`config.mk`:
```
export PLATFORM = sky130hd
export DESIGN_NAME = quad_decoder_top
export DESIGN_NICKNAME = d
export VERILOG_FILES = /design/src/rtl/qd_pkg.sv /design/src/rtl/qd_control.sv /design/src/rtl/qd_datapath.sv /design/src/rtl/quad_decoder_top.sv
export SDC_FILE = /design/constraint.sdc
export NUM_CORES = 1
export LEC_CHECK = 0
export BUFFER_PORTS_ARGS = -buffer_cell sky130_fd_sc_hd__buf_2
export CORE_AREA = 4 4 71 73
export DETAILED_ROUTE_END_ITERATION = 10
export DIE_AREA = 0 0 75 77
export PLACE_DENSITY = 0.6
export SLEW_MARGIN = 20
export SYNTH_ARGS = -nofsm -noshare
export SYNTH_HDL_FRONTEND = slang
export SYNTH_SLANG_ARGS = --single-unit
```
`constraint.sdc`:
```
create_clock -name clk -period 3.05 [get_ports clk]
set_clock_uncertainty 0.05 [all_clocks]
set_input_delay 0.4575 -clock clk [delete_from_list [all_inputs] [get_ports clk]]
set_output_delay 0.4575 -clock clk [all_outputs]
set_load 0.01 [all_outputs]
```
`src/rtl/qd_pkg.sv`:
```
package qd_pkg;
  typedef struct packed {
    logic step;
    logic up;
  } stepStrobe_t;
endpackage

```
`src/rtl/qd_control.sv`:
```
module qd_control
  import qd_pkg::*;
#(
  parameter int SYNC_STAGES = 2
) (
  input  logic        clk,
  input  logic        rst,
  input  logic        chanA,
  input  logic        chanB,
  output stepStrobe_t strobe,
  output logic        dirUp
);
  localparam int LAST = SYNC_STAGES - 1;

  logic [LAST:0] aSync, bSync;
  logic aPrev, bPrev;
  logic aNow, bNow;
  logic chgA, chgB, stepValid, stepUp;

  generate
    if (SYNC_STAGES > 1) begin : g_chain
      always_ff @(posedge clk or posedge rst) begin
        if (rst) begin
          aSync <= '0;
          bSync <= '0;
        end else begin
          aSync <= {aSync[LAST-1:0], chanA};
          bSync <= {bSync[LAST-1:0], chanB};
        end
      end
    end else begin : g_single
      always_ff @(posedge clk or posedge rst) begin
        if (rst) begin
          aSync <= '0;
          bSync <= '0;
        end else begin
          aSync <= chanA;
          bSync <= chanB;
        end
      end
    end
  endgenerate

  assign aNow = aSync[LAST];
  assign bNow = bSync[LAST];

  assign chgA      = aNow ^ aPrev;
  assign chgB      = bNow ^ bPrev;
  assign stepValid = chgA ^ chgB;
  assign stepUp    = aNow ^ bPrev;

  always_ff @(posedge clk or posedge rst) begin
    if (rst) begin
      aPrev  <= 1'b0;
      bPrev  <= 1'b0;
      strobe <= '0;
      dirUp  <= 1'b0;
    end else begin
      aPrev       <= aNow;
      bPrev       <= bNow;
      strobe.step <= stepValid;
      strobe.up   <= stepUp;
      if (stepValid) dirUp <= stepUp;
    end
  end

  // a double change never produces a step
  a_r7_double_ignored: assert property (@(posedge clk) disable iff (rst)
    ($past(aNow) != $past(aPrev) && $past(bNow) != $past(bPrev)) |-> !strobe.step);

  // direction only moves together with a decoded step
  a_r4_dir_sticky: assert property (@(posedge clk) disable iff (rst)
    !strobe.step |-> $stable(dirUp));
endmodule

```
`src/rtl/qd_datapath.sv`:
```
module qd_datapath
  import qd_pkg::*;
#(
  parameter int WIDTH = 16
) (
  input  logic             clk,
  input  logic             rst,
  input  stepStrobe_t      strobe,
  input  logic             dirUp,
  output logic [WIDTH-1:0] position,
  output logic             countPulse,
  output logic             cascadePulse
);
  localparam logic [WIDTH-1:0] TOP = {WIDTH{1'b1}};

  logic countFlag, cascadeFlag, wrapNext;

  assign wrapNext = strobe.up ? (position == TOP) : (position == '0);

  always_ff @(posedge clk or posedge rst) begin
    if (rst) begin
      position    <= '0;
      countFlag   <= 1'b0;
      cascadeFlag <= 1'b0;
    end else begin
      countFlag   <= strobe.step;
      cascadeFlag <= strobe.step & wrapNext;
      if (strobe.step) position <= strobe.up ? position + 1'b1 : position - 1'b1;
    end
  end

  // half-clock pulses: registered flag gated with the low clock phase
  assign countPulse   = countFlag & ~clk;
  assign cascadePulse = cascadeFlag & ~clk;

  // without a flagged update the count holds
  a_r8_hold: assert property (@(posedge clk) disable iff (rst)
    !countFlag |-> $stable(position));

  // the direction seen one cycle before the update matches the move
  a_r4_dir_lead: assert property (@(posedge clk) disable iff (rst)
    countFlag |-> ($past(dirUp) == (position == $past(position) + 1'b1)));

  // cascade only on a wrap
  a_r6_wrap_only: assert property (@(posedge clk) disable iff (rst)
    cascadeFlag |-> ((position == '0 && $past(position) == TOP) ||
                     (position == TOP && $past(position) == '0)));

  // cascade always accompanies a count
  a_r6_cas_with_count: assert property (@(posedge clk) disable iff (rst)
    cascadeFlag |-> countFlag);

  // each update moves by exactly one
  a_r2_unit_step: assert property (@(posedge clk) disable iff (rst)
    countFlag |-> (position == $past(position) + 1'b1 || position == $past(position) - 1'b1));
endmodule

```
`src/rtl/quad_decoder_top.sv`:
```
module quad_decoder_top
  import qd_pkg::*;
#(
  parameter int WIDTH       = 16,
  parameter int SYNC_STAGES = 2
) (
  input  logic             clk,
  input  logic             rst,
  input  logic             chanA,
  input  logic             chanB,
  output logic [WIDTH-1:0] position,
  output logic             countPulse,
  output logic             cascadePulse,
  output logic             dirUp
);
  stepStrobe_t strobe;

  qd_control #(.SYNC_STAGES(SYNC_STAGES)) u_ctrl (
    .clk(clk), .rst(rst), .chanA(chanA), .chanB(chanB),
    .strobe(strobe), .dirUp(dirUp)
  );

  qd_datapath #(.WIDTH(WIDTH)) u_dp (
    .clk(clk), .rst(rst), .strobe(strobe), .dirUp(dirUp),
    .position(position), .countPulse(countPulse), .cascadePulse(cascadePulse)
  );
endmodule

```
==> flow_summary_export.csv, run 1 <==
group,metric,value,unit
placement,io_buffers,22,
power_and_ir_drop,switching_share,0.446,
grt,grt_busiest_layer,"met2",
worst_setup_path,required,3280,ps
sta,fin_crit_sh,0.922,
finish,final_cell_mix,"dfrtp_1 (27), buf_2 (22), nand2_1 (14), ha_1 (14)",
clock_network,cts_setup_buffers,0,
power_and_ir_drop,leakage,0.000970,uW
worst_hold_path,min-delay-path-class,"input pin to async pin",
yosys,synthFlopType,"dfrtp_1",
grt,grt_pass1_wl,7180,um
power_and_ir_drop,ir_worst_vdd,0.380,mV
yosys,synthDistinctLibCells,50,
worst_setup_path,cp_cell_sequence,"inv_1, ha_1, a21oi_4, inv_1, a221o_1, a31oi_2, xnor2_1, mux2_4",
routing,avgViaCountPerCell,5.73,
status,outcome,"completed",
clock_network,cts_tree,"yes",
worst_setup_path,worst_setup_path_end_kind,"flip-flop",
finish,n_antenna_cell,0,
sta,worst_pin_slew,531,ps
yosys,yosys_warnings,0,
die,core_region_area,4350,sq um
power_and_ir_drop,combPwrFrac,0.569,
die,die-width,75,um
finish,drive_gt1_frac,0.217,
sta,fin_crit,2810,ps
die,start_util,0.414,
routing,drtIter0Drc,126,
worst_setup_path,critPathArrivalTime,3040,ps
placement,placedCellCount,256,
grt,grt_max_degree,28,
power_and_ir_drop,p_int,1340,uW
flow_run,maxCapViolations,0,
grt,overflow,0,
grt,grt_pass1_vias,1526,
sta,finalSetupViolCount,0,
yosys,syn_inst,183,
grt,use_met2,0.235,
routing,drcViolationCount,0,
die,num_rows,24,
clock_network,clkTransAtPathRegs,100,ps
sta,slew_violations,0,
yosys,synth-edff-count,0,
grt,grt.total_usage,0.162,
power_and_ir_drop,power.density,1150,nW/um^2
clock_network,clk_latency,380,ps
clock_network,cts_resized,0,
finish,nets,232,
finish,final_cells,264,
worst_setup_path,crit_top_cell,"inv_1",
worst_setup_path,slowest_delay,450,ps
worst_setup_path,rrSetupSlack,240,ps
sta,slew_headroom,0.641,
worst_setup_path,cp_slowest_cell,"dfrtp_1",
die,die-area,5780,sq um
routing,drtPass1Iterations,4,
placement,dp_hpwl,2970,um
die,ios,23,
routing,num_vias,1512,
worst_setup_path,cp_max_fo,16,
yosys,synth_seq_area_share,0.374,
power_and_ir_drop,p_switching,1080,uW
yosys,syn_nets,202,
power_and_ir_drop,pwr-share-seq,0.276,
routing,routedWlPerCell,15.8,um
finish,fillers,388,
power_and_ir_drop,clkPwrFrac,0.154,
yosys,syn-cell-area,1800,sq um
worst_setup_path,startpoint_type,"flip-flop",
sta,rsz0062_at_grt,"no",
sta,max_freq,356,MHz
grt,grtUsageMet1,0.215,
sta,finalSetupTns,0,ps
yosys,syn_area_per_cell,9.86,sq um
worst_setup_path,crit_type,"flip-flop to flip-flop",
clock_network,cts_hold_buf,0,
power_and_ir_drop,p_total,2410,uW
sta,hold_viol,0,
routing,drtAntennaViolNets,0,
finish,syn_to_final_growth,15.7,%
yosys,synth_seq_cells,27,
finish,final_common_cell,"dfrtp_1",
placement,gp_congestion,0.927,
grt,antenna_found_initial,0,
grt,grt_use_met3,0.0444,
die,die_y,77,um
routing,wirelength,4170,um
yosys,async_flop_share,1.00,
==> worst max-delay path, delay by kind of cell (launching register included) <==
family / cells / cell delay (ps)
buffers and inverters: 2 / 480
xor gates and xnor gates: 1 / 90
muxes: 1 / 250
AOI/OAI and AO/OA: 3 / 930
DFF: 1 / 450
adders and majority gates: 1 / 440
==> kinds of logic after synthesis <==
family	count (synthesis)	share of synthesized area
buffers and inverters	14	0.0291
adder cells (fa/ha/maj)	16	0.114
flip-flops	27	0.374
XOR/XNOR	11	0.0534
AND/OR/NAND/NOR	54	0.158
multiplexers	9	0.0569
AO/OA/AOI/OAI	52	0.214
==> power by group through the flow <==
stage | clock (uW) | combinational (uW) | sequential [uW]
after floorplan | 9.39 | 991 | 683
after global placement | 16.0 | 1370 | 670
after detailed placement | 16.0 | 1360 | 673
after CTS | 394 | 1380 | 666
after global routing | 406 | 1540 | 692
final | 372 | 1370 | 666
==> registers in the layout, summed over array words and instances (netlist names) <==
register          cells
u_ctrl.aPrev          1
u_ctrl.bSync          2
u_dp.position        16
u_dp.cascadeFlag      1
u_ctrl.bPrev          1
u_ctrl.dirUp          1
u_ctrl.aSync          2
u_dp.countFlag        1
u_ctrl.strobe         2
==> cell type report <==
type / count / area (sq um) / share of cell area
Multi-Input combinational cell: 142 / 1080 / 0.515
Timing Repair Buffer: 23 / 123 / 0.0587
Inverter: 10 / 37.5 / 0.0180
Tap cell: 52 / 65.1 / 0.0312
Clock inverter: 1 / 5.00 / 0.00240
Clock buffer: 9 / 106 / 0.0509
Sequential cell: 27 / 676 / 0.324
==> metrics by stage <==
step	util	setup slack, ps	hold slack [ps]	instance area, sq um
3_3_place_gp	0.456	255	284	1990
3_5_place_dp	0.456	254	286	1990
6_report	0.480	239	67.6	2090
2_1_floorplan	-	611	281	1800
5_1_grt	0.480	26.2	109	2090
4_1_cts	0.480	239	73.1	2090
==> Yosys cell counts, types with 2 or more instances <==
cell type / number / area, sq um
dfrtp_1: 27 / 676
ha_1: 14 / 175
nand2_1: 14 / 52.6
a21oi_1: 10 / 50.1
inv_1: 10 / 37.5
a21o_1: 7 / 52.6
o21ai_0: 7 / 35.0
xor2_1: 7 / 61.3
mux2_2: 6 / 67.6
nand3_1: 6 / 30.0
nor4_1: 6 / 37.5
nand4_1: 5 / 31.3
nor2_1: 5 / 18.8
nor3_1: 4 / 20.0
xnor2_1: 4 / 35.0
clkbuf_1: 3 / 11.3
nand2b_1: 3 / 18.8
nor2b_1: 3 / 18.8
o31ai_1: 3 / 22.5
a211oi_1: 2 / 15.0
a21boi_0: 2 / 15.0
a221oi_1: 2 / 17.5
and3_1: 2 / 12.5
mux2i_1: 2 / 20.0
o21a_1: 2 / 15.0
o21bai_1: 2 / 15.0
or2_2: 2 / 12.5
==> routing by layer <==
layer,wire (um),vias up
met2,1960,43
met4,78,0
met1,1890,712
li1,-,747
met5,0,-
met3,243,10
==> path summary, 6_finish.rpt <==
kind	startpoint	end	cells past startpoint
setup / recovery	u_ctrl.strobe[0]$_DFF_PP0_	u_dp.position[11]$_DFFE_PP0P_	8
hold reg to reg	u_ctrl.aSync[0]$_DFF_PP0_	u_ctrl.aSync[1]$_DFF_PP0_	0
hold / removal	rst	u_ctrl.aPrev$_DFF_PP0_	3
setup reg to reg	u_ctrl.strobe[0]$_DFF_PP0_	u_dp.position[11]$_DFFE_PP0P_	8
max in group asynchronous	rst	u_dp.position[8]$_DFFE_PP0P_	3
min in group clk	chanB	u_ctrl.bSync[0]$_DFF_PP0_	1
No activity file was read; power rests on OpenSTA's default activity.
==> run 2, diff against run 1 <==
--- a/config.mk
+++ b/config.mk
@@ -5,10 +5,11 @@
 export SDC_FILE = /design/constraint.sdc
 export NUM_CORES = 1
 export LEC_CHECK = 0
+export ABC_AREA = 1
 export BUFFER_PORTS_ARGS = -buffer_cell sky130_fd_sc_hd__buf_2
-export CORE_AREA = 4 4 71 73
+export CORE_AREA = 4 4 74 76
 export DETAILED_ROUTE_END_ITERATION = 10
-export DIE_AREA = 0 0 75 77
+export DIE_AREA = 0 0 78 80
 export PLACE_DENSITY = 0.6
 export SLEW_MARGIN = 20
 export SYNTH_ARGS = -nofsm -noshare
==> flow_summary_export.csv, run 2 <==
group,metric,value,unit
yosys,syn_inst,289,
sta,layout_setup_ws,560,ps
die,start_util,0.421,
yosys,synthTopCellsByArea,"dfrtp_1 (34%), nand2_1 (19%), inv_1 (9.4%)",
sta,rsz0062_at_grt,"no",
clock_network,cts_setup_buffers,0,
yosys,synth.most_common_cell,"nand2_1",
routing,wirelength,4620,um
placement,dp_hpwl,3480,um
power_and_ir_drop,power.density,1090,nW/um^2
clock_network,clkTransAtPathRegs,110,ps
die,die_y,80,um
finish,largest-register,"u_dp.position",
finish,final_cell_mix,"nand2_1 (102), inv_1 (50), dfrtp_1 (27)",
sta,worst_pin_slew,664,ps
yosys,syn-cell-area,1990,sq um
routing,drtIter0Drc,73,
yosys,yosys_warnings,0,
finish,n_antenna_cell,0,
placement,dp_slack,827,ps
sta,slew_headroom,0.557,
worst_setup_path,critPathArrivalTime,1980,ps
die,die-width,78,um
routing,drtPass1Iterations,5,
worst_setup_path,worst_setup_path_end_kind,"output port",
finish,final_cells,384,
grt,antenna_found_initial,0,
finish,syn_to_final_growth,14.2,%
grt,grt.total_usage,0.172,
grt,grt_pass1_wl,8310,um
yosys,syn_nets,308,
placement,io_buffers,22,
sta,finalSetupViolCount,0,
flow_run,maxCapViolations,0,
power_and_ir_drop,ir_worst_vdd,0.456,mV
finish,largest_reg_flops,16,
worst_setup_path,crit_type,"clock port to output port",
routing,num_vias,1751,
placement,placedCellCount,376,
yosys,yosys.area.top_type,"dfrtp_1",
worst_setup_path,startpoint_type,"clock port",
worst_hold_path,min-delay-path-class,"input pin to async pin",
routing,drtAntennaViolNets,0,
worst_setup_path,cp_max_fo,2,
worst_setup_path,required,2540,ps
grt,grt_max_degree,28,
finish,fillers,485,
yosys,async_flop_share,1.00,
yosys,synth_seq_cells,27,
yosys,synth-edff-count,0,
finish,drive_gt1_frac,0.158,
yosys,synthDistinctLibCells,28,
die,num_rows,25,
die,core_region_area,4720,sq um
placement,gp_congestion,0.858,
clock_network,clk_latency,390,ps
yosys,syn_area_per_cell,6.89,sq um
grt,overflow,0,
yosys,synth_seq_area_share,0.339,
power_and_ir_drop,leakage,0.00129,uW
yosys,yosys-top-cells-count,"nand2_1 (102), inv_1 (50), dfrtp_1 (27), nand3_1 (18), nor2_1 (17)",
sta,finalSetupTns,0,ps
grt,grt_pass1_vias,1776,
finish,nets,337,
sta,hold_viol,0,
routing,drcViolationCount,0,
routing,routedWlPerCell,12.0,um
die,ios,23,
yosys,synth_top_area_frac,0.339,
status,outcome,"completed",
sta,slew_violations,0,
clock_network,cts_hold_buf,0,
clock_network,cts_resized,0,
yosys,synthFlopType,"dfrtp_1",
finish,final_common_cell,"nand2_1",
clock_network,cts_tree,"yes",
die,die-area,6240,sq um
routing,avgViaCountPerCell,4.56,
-- run 2: cell types whose count changed after synthesis, sizes merged, moves of 4 or more --
cell,before,now
nand2,14,107
inv,10,53
nand3,6,21
nor2,5,17
a21o,7,0
mux2,7,0
nor4,6,0
nor3,4,8
xor2,7,3
-- run 2: layout make-up --
cell class	instances	area [sq um]	area share
clock buffer	9	106	0.0468
timing repair buffer	21	108	0.0473
multi-input combinational	206	1090	0.480
clock inverter	1	8.76	0.00385
sequential	27	676	0.297
inverter	53	199	0.0875
tap	67	83.8	0.0369
-- run 2: path summary, 6_finish.rpt --
kind	from	to	slack (ps)	cells after the start
min in group clk	chanB	u_ctrl.bSync[0]$_DFF_PP0_	110	1
max reg2reg	u_ctrl.strobe[0]$_DFF_PP0_	u_dp.position[13]$_DFFE_PP0P_	930	9
min reg2reg	u_ctrl.aSync[0]$_DFF_PP0_	u_ctrl.aSync[1]$_DFF_PP0_	310	0
max in group asynchronous	rst	u_dp.position[7]$_DFFE_PP0P_	2630	3
min	rst	u_dp.position[14]$_DFFE_PP0P_	50	3
max	clk	countPulse	560	4
-- run 2: layer usage --
layer / wire length [um] / vias up / global-route usage
met5: 0 / - / 0
met4: 57 / 0 / 0.0682
met3: 172 / 9 / 0.0384
met2: 2070 / 31 / 0.275
met1: 2310 / 765 / 0.225
li1: - / 946 / -
-- run 2: through the flow --
| step | area, sq um | total power, uW | hold WS [ps] | util |
|---|---|---|---|---|
| final | 2270 | 2470 | 49.5 | 0.481 |
| after global routing | 2270 | 2770 | 78.0 | 0.481 |
| after CTS | 2270 | 2500 | 58.7 | 0.481 |
| after detailed placement | 2170 | 2110 | 290 | 0.459 |
| after global placement | 2170 | 2100 | 288 | 0.459 |
| after floorplan | 1990 | 1720 | 281 | - |
-- run 2: power by group --
part / switching, uW / total [uW] / internal [uW] / leakage, uW
Clock: 172 / 388 / 215 / 0.0000695
Combinational: 885 / 1430 / 541 / 0.000899
Sequential: 174 / 657 / 483 / 0.000323
Total: 1230 / 2470 / 1240 / 0.00129
-- run 2: cells by family after synthesis --
kind of cell / count (synthesis) / share of synthesized area
compound gates: 20 / 0.0541
xor+xnor: 7 / 0.0308
flops: 27 / 0.339
buf+inv: 56 / 0.112
fa+ha+maj: 15 / 0.0981
simple gates: 164 / 0.366
-- run 2: critical path: stages --
cell,delay [ps]
clkbuf_8,120
clkbuf_8,120
nor2_1,90
buf_2,130
